--- src/rtl/lcd_sync_pkg.sv ---
package lcd_sync_pkg;
    localparam int H_BITS   = 10;
    localparam int V_BITS   = 10;
    localparam int S_BITS   = 6;
    localparam int POL_BITS = 5;
    localparam int HC_BITS  = H_BITS + 2;
    localparam int VC_BITS  = V_BITS + 2;

    // polarity select bit positions
    localparam int POL_HS  = 0;
    localparam int POL_VS  = 1;
    localparam int POL_DE  = 2;
    localparam int POL_DAT = 3;
    localparam int POL_CLK = 4;

    typedef struct packed {
        logic [S_BITS-1:0]  sync_m1;
        logic [H_BITS-1:0]  start;
        logic [H_BITS-1:0]  active;
        logic [HC_BITS-1:0] total_m1;
    } h_timing_t;

    typedef struct packed {
        logic [S_BITS-1:0]  sync_m1;
        logic [V_BITS-1:0]  start;
        logic [V_BITS-1:0]  active;
        logic [VC_BITS-1:0] total_m1;
    } v_timing_t;

    typedef struct packed {
        h_timing_t             h;
        v_timing_t             v;
        logic [POL_BITS-1:0]   pol;
    } timing_cfg_t;
endpackage

--- src/rtl/lcd_cfg_latch.sv ---
module lcd_cfg_latch
    import lcd_sync_pkg::*;
#(
    parameter int DEF_H_SYNC   = 2,
    parameter int DEF_H_START  = 3,
    parameter int DEF_H_ACTIVE = 8,
    parameter int DEF_H_TAIL   = 2,
    parameter int DEF_V_SYNC   = 1,
    parameter int DEF_V_START  = 2,
    parameter int DEF_V_ACTIVE = 4,
    parameter int DEF_V_TAIL   = 1,
    parameter int DEF_POL      = 4
) (
    input  logic                clk,
    input  logic                rst_n,
    input  logic                wr_i,
    input  logic                frame_end_i,
    input  logic [S_BITS-1:0]   h_sync_i,
    input  logic [H_BITS-1:0]   h_start_i,
    input  logic [H_BITS-1:0]   h_active_i,
    input  logic [H_BITS-1:0]   h_tail_i,
    input  logic [S_BITS-1:0]   v_sync_i,
    input  logic [V_BITS-1:0]   v_start_i,
    input  logic [V_BITS-1:0]   v_active_i,
    input  logic [V_BITS-1:0]   v_tail_i,
    input  logic [POL_BITS-1:0] pol_i,
    output timing_cfg_t         cfg_o
);
    function automatic timing_cfg_t pack_cfg(
        input logic [S_BITS-1:0]   hs,
        input logic [H_BITS-1:0]   hb,
        input logic [H_BITS-1:0]   ha,
        input logic [H_BITS-1:0]   ht,
        input logic [S_BITS-1:0]   vs,
        input logic [V_BITS-1:0]   vb,
        input logic [V_BITS-1:0]   va,
        input logic [V_BITS-1:0]   vt,
        input logic [POL_BITS-1:0] pl
    );
        timing_cfg_t c;
        c.h.sync_m1  = hs - S_BITS'(1);
        c.h.start    = hb;
        c.h.active   = ha;
        c.h.total_m1 = HC_BITS'(hb) + HC_BITS'(ha) + HC_BITS'(ht) - HC_BITS'(1);
        c.v.sync_m1  = vs - S_BITS'(1);
        c.v.start    = vb;
        c.v.active   = va;
        c.v.total_m1 = VC_BITS'(vb) + VC_BITS'(va) + VC_BITS'(vt) - VC_BITS'(1);
        c.pol        = pl;
        return c;
    endfunction

    localparam timing_cfg_t DEF_CFG = pack_cfg(
        S_BITS'(DEF_H_SYNC), H_BITS'(DEF_H_START), H_BITS'(DEF_H_ACTIVE), H_BITS'(DEF_H_TAIL),
        S_BITS'(DEF_V_SYNC), V_BITS'(DEF_V_START), V_BITS'(DEF_V_ACTIVE), V_BITS'(DEF_V_TAIL),
        POL_BITS'(DEF_POL));

    typedef struct packed {
        timing_cfg_t act;
        timing_cfg_t pend;
        logic        pend_vld;
    } latch_state_t;

    latch_state_t st_d, st_q;
    logic         legal;

    assign legal = (|h_sync_i) && (|v_sync_i);

    always_comb begin
        st_d = st_q;
        if (frame_end_i && st_q.pend_vld) begin
            st_d.act      = st_q.pend;
            st_d.pend_vld = 1'b0;
        end
        if (wr_i && legal) begin
            st_d.pend     = pack_cfg(h_sync_i, h_start_i, h_active_i, h_tail_i,
                                     v_sync_i, v_start_i, v_active_i, v_tail_i, pol_i);
            st_d.pend_vld = 1'b1;
        end
    end

    always_ff @(posedge clk or negedge rst_n) begin
        if (!rst_n) begin
            st_q.act      <= DEF_CFG;
            st_q.pend     <= DEF_CFG;
            st_q.pend_vld <= 1'b0;
        end else begin
            st_q <= st_d;
        end
    end

    assign cfg_o = st_q.act;

    // active timing only moves at a frame boundary
    p_cfg_hold_r8: assert property (@(posedge clk) disable iff (!rst_n)
        !frame_end_i |=> $stable(st_q.act));

    // an illegal write leaves the pending set untouched
    p_reject_r7: assert property (@(posedge clk) disable iff (!rst_n)
        (wr_i && !legal && !frame_end_i) |=> ($stable(st_q.pend) && $stable(st_q.pend_vld)));
endmodule

--- src/rtl/lcd_axis_cnt.sv ---
module lcd_axis_cnt #(
    parameter int FW = 10,
    parameter int CW = 12,
    parameter int SW = 6
) (
    input  logic          clk,
    input  logic          rst_n,
    input  logic          step_i,
    input  logic [SW-1:0] sync_m1_i,
    input  logic [FW-1:0] start_i,
    input  logic [FW-1:0] active_i,
    input  logic [CW-1:0] total_m1_i,
    output logic [CW-1:0] cnt_o,
    output logic          wrap_o,
    output logic          in_sync_o,
    output logic          in_act_o,
    output logic [FW-1:0] pos_o
);
    logic [CW-1:0] cnt_d, cnt_q;
    logic [CW-1:0] win_lo, win_hi;

    assign wrap_o = (cnt_q == total_m1_i);
    assign win_lo = CW'(start_i);
    assign win_hi = CW'(start_i) + CW'(active_i);

    always_comb begin
        cnt_d = cnt_q;
        if (step_i) cnt_d = wrap_o ? '0 : cnt_q + CW'(1);
    end

    always_ff @(posedge clk or negedge rst_n) begin
        if (!rst_n) cnt_q <= '0;
        else        cnt_q <= cnt_d;
    end

    assign cnt_o     = cnt_q;
    assign in_sync_o = (cnt_q <= CW'(sync_m1_i));
    assign in_act_o  = (cnt_q >= win_lo) && (cnt_q < win_hi);
    assign pos_o     = in_act_o ? FW'(cnt_q - win_lo) : '0;

    // count never runs past the programmed period
    p_cnt_bound_r2: assert property (@(posedge clk) disable iff (!rst_n)
        cnt_q <= total_m1_i);
endmodule

--- src/rtl/lcd_sync_gen.sv ---
module lcd_sync_gen
    import lcd_sync_pkg::*;
#(
    parameter int DATA_BITS    = 8,
    parameter int DEF_H_SYNC   = 2,
    parameter int DEF_H_START  = 3,
    parameter int DEF_H_ACTIVE = 8,
    parameter int DEF_H_TAIL   = 2,
    parameter int DEF_V_SYNC   = 1,
    parameter int DEF_V_START  = 2,
    parameter int DEF_V_ACTIVE = 4,
    parameter int DEF_V_TAIL   = 1,
    parameter int DEF_POL      = 4
) (
    input  logic                 clk,
    input  logic                 rst_n,
    input  logic                 pix_en_i,
    input  logic                 cfg_wr_i,
    input  logic [S_BITS-1:0]    cfg_h_sync_i,
    input  logic [H_BITS-1:0]    cfg_h_start_i,
    input  logic [H_BITS-1:0]    cfg_h_active_i,
    input  logic [H_BITS-1:0]    cfg_h_tail_i,
    input  logic [S_BITS-1:0]    cfg_v_sync_i,
    input  logic [V_BITS-1:0]    cfg_v_start_i,
    input  logic [V_BITS-1:0]    cfg_v_active_i,
    input  logic [V_BITS-1:0]    cfg_v_tail_i,
    input  logic [POL_BITS-1:0]  cfg_pol_i,
    input  logic [DATA_BITS-1:0] pix_data_i,
    output logic                 hsync_o,
    output logic                 vsync_o,
    output logic                 de_o,
    output logic [DATA_BITS-1:0] pix_data_o,
    output logic                 pix_clk_o,
    output logic [H_BITS-1:0]    x_o,
    output logic [V_BITS-1:0]    y_o
);
    timing_cfg_t        cfg;
    logic               h_wrap, v_wrap, h_sync, v_sync, h_act, v_act;
    logic               v_step, frame_end;
    logic [HC_BITS-1:0] h_cnt;
    logic [VC_BITS-1:0] v_cnt;

    assign v_step    = pix_en_i && h_wrap;
    assign frame_end = v_step && v_wrap;

    lcd_cfg_latch #(
        .DEF_H_SYNC(DEF_H_SYNC), .DEF_H_START(DEF_H_START),
        .DEF_H_ACTIVE(DEF_H_ACTIVE), .DEF_H_TAIL(DEF_H_TAIL),
        .DEF_V_SYNC(DEF_V_SYNC), .DEF_V_START(DEF_V_START),
        .DEF_V_ACTIVE(DEF_V_ACTIVE), .DEF_V_TAIL(DEF_V_TAIL),
        .DEF_POL(DEF_POL)
    ) u_cfg (
        .clk(clk), .rst_n(rst_n), .wr_i(cfg_wr_i), .frame_end_i(frame_end),
        .h_sync_i(cfg_h_sync_i), .h_start_i(cfg_h_start_i),
        .h_active_i(cfg_h_active_i), .h_tail_i(cfg_h_tail_i),
        .v_sync_i(cfg_v_sync_i), .v_start_i(cfg_v_start_i),
        .v_active_i(cfg_v_active_i), .v_tail_i(cfg_v_tail_i),
        .pol_i(cfg_pol_i), .cfg_o(cfg)
    );

    lcd_axis_cnt #(.FW(H_BITS), .CW(HC_BITS), .SW(S_BITS)) u_h (
        .clk(clk), .rst_n(rst_n), .step_i(pix_en_i),
        .sync_m1_i(cfg.h.sync_m1), .start_i(cfg.h.start), .active_i(cfg.h.active),
        .total_m1_i(cfg.h.total_m1), .cnt_o(h_cnt), .wrap_o(h_wrap),
        .in_sync_o(h_sync), .in_act_o(h_act), .pos_o(x_o)
    );

    lcd_axis_cnt #(.FW(V_BITS), .CW(VC_BITS), .SW(S_BITS)) u_v (
        .clk(clk), .rst_n(rst_n), .step_i(v_step),
        .sync_m1_i(cfg.v.sync_m1), .start_i(cfg.v.start), .active_i(cfg.v.active),
        .total_m1_i(cfg.v.total_m1), .cnt_o(v_cnt), .wrap_o(v_wrap),
        .in_sync_o(v_sync), .in_act_o(v_act), .pos_o(y_o)
    );

    // polarity: select bit 1 = active high / inverted
    assign hsync_o    = cfg.pol[POL_HS] ? h_sync : ~h_sync;
    assign vsync_o    = cfg.pol[POL_VS] ? v_sync : ~v_sync;
    assign de_o       = cfg.pol[POL_DE] ? (h_act && v_act) : ~(h_act && v_act);
    assign pix_data_o = pix_data_i ^ {DATA_BITS{cfg.pol[POL_DAT]}};
    assign pix_clk_o  = pix_en_i ^ cfg.pol[POL_CLK];

    // no enable, no motion
    p_hold_r5: assert property (@(posedge clk) disable iff (!rst_n)
        !pix_en_i |=> ($stable(h_cnt) && $stable(v_cnt)));

    // rows step only at the end of a line
    p_vstep_r3: assert property (@(posedge clk) disable iff (!rst_n)
        (pix_en_i && !h_wrap) |=> $stable(v_cnt));
endmodule

--- config.mk ---
export PLATFORM = sky130hd
export DESIGN_NAME = lcd_sync_gen
export DESIGN_NICKNAME = d
export VERILOG_FILES = /design/src/rtl/lcd_sync_pkg.sv /design/src/rtl/lcd_cfg_latch.sv /design/src/rtl/lcd_axis_cnt.sv /design/src/rtl/lcd_sync_gen.sv
export SDC_FILE = /design/constraint.sdc
export NUM_CORES = 1
export LEC_CHECK = 0
export BUFFER_PORTS_ARGS = -buffer_cell sky130_fd_sc_hd__buf_2
export CAP_MARGIN = 10
export CELL_PAD_IN_SITES_DETAIL_PLACEMENT = 0
export CELL_PAD_IN_SITES_GLOBAL_PLACEMENT = 1
export CORE_MARGIN = 1.5
export CORE_UTILIZATION = 36
export DETAILED_ROUTE_END_ITERATION = 6
export GPL_TIMING_DRIVEN = 1
export PLACE_DENSITY_LB_ADDON = 0.3
export SLEW_MARGIN = 20
export SYNTH_ARGS = -nofsm -noshare
export SYNTH_HDL_FRONTEND = slang
export SYNTH_HIERARCHICAL = 1
export SYNTH_SLANG_ARGS = --single-unit
--- constraint.sdc ---
create_clock -name clk -period 4.7 [get_ports clk]
set_input_delay 0.47 -clock clk [delete_from_list [all_inputs] [get_ports clk]]
set_output_delay 0.47 -clock clk [all_outputs]
set_load 0.01 [all_outputs]
==> run metrics <==
Seq/Total Area, Yosys=36.5%; post-synthesis register bit count=187; Mapped Cells=1333; Max Clk Rate=225 MHz; HPWL Detailed=22100 um; core area=0.0354 mm^2; Cell variety after synth=74; maximum VDD drop=0.556 mV; Placer Congestion=0.837; largest net degree at the start of global routing=100; IO buf count=120; vias in the first global route=8712; H-Tree Depth=4; Hold Crit Class=primary input to async pin; CP Capture Type=output pin; initial antenna violation count=0; Ys Warns=6; Area contributors post-synth=dfrtp_1 (32%), ha_1 (12%), mux2_2 (7.2%); syn nets=1566; final WL=28900 um; CP arrival=3.98 ns; Critical Path Source Type=register; final hold vios=0; standard-cell rows=69; Post-synth EDFFs=0; Top FF cell, synth=dfrtp_1; Req. time, crit path=4.23 ns; async set-reset flop share out of synthesis=100%; leakage power=6.96 nW; Ant. Diodes=0; DR vias=8892; worst-path maximum fanout=7; die width=192 um; I/O pins=121; Comb pwr share=54.1%; total grt overflow=0; worst hold slack=0.0940 ns; Switching Share=42.3%; net switching power=3.69 mW; Worst slew margin=37.0%; worst slew pin tran=0.944 ns; Detailed Route Iter0 Violations=352; die height=192 um; CTS tree=done; area share of the largest cell type after synthesis=32.0%; Max-Cap Viols=0; global-route wire length before repair=46800 um; CTS Sinks=187; RSZ-0062 raised after global routing=no; CTS Buf Count=17; Sequential Power Share=29.3%; Pwr per Cell Area=624 mW/mm^2; residual DRC count=0; Area Growth Syn to Fin=8.18%; WS Path Type=register to output pin; internal power=5.02 mW; worst-skew pair later-pin latency=0.44 ns; layout cells sized above 1=21.2%; Routed wire per std cell=15.7 um; CTS max path bufs=2; antenna-violating nets left=0; period utilization=94.8%; Synth area leader=dfrtp_1; Worst-path clk slew=0.08 ns; Final min period=4.45 ns; total track usage=16.3%; Starting Density=36.4%; clock share of power=16.6%; Final Skew=0.0126 ns; area of the mapped netlist=0.0129 mm^2; vias per cell=4.84; die area=0.0370 mm^2; final setup TNS=0 ns; Syn Area/Cell=9.67 um^2; status=complete, no violations; layout net count=1597; First-pass DRT Iterations=4; Final Max Tran Viols=0; Root Driver=clkbuf_16; setup violators final=0
-- placed cells by master, fill, tap and decap left out, types with 42 or more instances in the layout --
cell type  instances
nand2_1          138
o21ai_0           93
mux2_2            82
a21oi_1           42
ha_1             120
nor2_1            59
dfrtp_1          165
buf_2            119
inv_1            152
xnor2_1           52
-- cells in the mapped netlist, drive strengths merged (4+ instances only) --
master and n:
xnor2 52, nand2b 10, and2 5, a221o 4, a21boi 4, a211o 4
o31ai 4, a211oi 7, a21oi 45, nor2b 11, a21o 20, nor3 23
clkbuf 15, buf 102, xor2 39, nor2 59, fa 24, nand3 12
nand2 139, mux2 82, inv 153, dfstp 22, and3 11, a31oi 4
or3 5, nand4 24, o21a 20, o21ai 98, a2111oi 4, dfrtp 165
nor4 11, ha 120
-- routing by layer --
layer / vias to the layer above / part of all wire (%) / GRT usage [%]
li1: 4500 / - / -
met2: 118 / 42 / 24.0
met1: 4260 / 54 / 25.1
met3: 14 / 2.6 / 2.15
met4: 0 / 0.90 / 3.58
met5: - / 0 / 0
-- critical path, stage by stage (launching register included) --
cell and delay [ns]:
dfstp_2 0.38, ha_1 0.23, fa_2 0.36, a21o_1 0.18, a21oi_2 0.17, nand2b_4 0.15, a21oi_1 0.06, o2111a_1 0.24
a211oi_2 0.21, ha_1 0.26, inv_1 0.07, nor3_1 0.06, a2111oi_2 0.48, nand3_4 0.21, buf_4 0.21, a31oi_2 0.12
buf_2 0.15
-- cells by family (layout without fill, tap and decap cells) --
kind of cell    after synthesis  after routing  synth area share [%]
simple gates                318            318                  11.9
buf+inv                     270            314                  10.8
compound gates              240            240                  12.0
flops                       187            187                  36.5
fa+ha+maj                   144            144                  15.4
xor+xnor                     91             91                  6.18
mux                          83             83                  7.24
-- worst paths after layout --
| kind | from | end | slack [ns] | depth (start not counted) |
|---|---|---|---|---|
| max | u_cfg/cfg_o[65] | x_o[9] | 0.25 | 16 |
| min | rst_n | u_cfg/st_q[4] | 0.09 | 1 |
| max reg2reg | u_h/cnt_o[2] | u_cfg/cfg_o[15] | 1.79 | 7 |
| min reg2reg | u_cfg/st_q[7] | u_cfg/st_q[7] | 0.46 | 2 |
| max in group asynchronous | rst_n | u_cfg/st_q[66] | 3.63 | 2 |
| min in group clk | cfg_pol_i[0] | u_cfg/st_q[1] | 0.22 | 3 |
-- flip-flops by register name, summed over array words and instances (netlist names) --
name and count:
u_cfg/st_q 82, u_cfg/cfg_o 81, u_h/cnt_o 12, u_v/cnt_o 12
-- layout make-up --
type                       instances  area (um^2)
clock inverter                    14          153
inverter                         153          574
sequential                       187         4710
timing repair buffer             129          689
clock buffer                      18          429
tap                              461          577
multi-input combinational        876         6820
fill                            3597        21400
-- what timing repair did --
action,in CTS,in global routing
setup buffers,0,3
endpoints found under the setup margin,0,7
hold endpoints to repair,0,0
hold buffers,0,0
resized for setup,0,3
-- per-stage QoR --
step                utilization [%]  power (mW)  setup slack, ns  instance area, um^2  instances
floorplan                         -        6.22            0.944                12900       1333
global placement               37.7        7.15            0.617                13300       1803
detailed placement             37.7        7.23            0.555                13300       1803
CTS                            39.3        8.72           0.0595                13900       1835
global route                   39.4        9.49          0.00551                13900       1838
finish                         39.4        8.71            0.246                13900       1838
-- power by group through the flow --
stage,Sequential (mW),Combinational (mW),Clock [mW]
floorplan,2.32,3.90,0
global placement,2.57,4.58,0
detailed placement,2.60,4.63,0
CTS,2.56,4.66,1.49
global route,2.62,5.30,1.56
finish,2.55,4.71,1.45
Power figures use the tool's default switching activity.
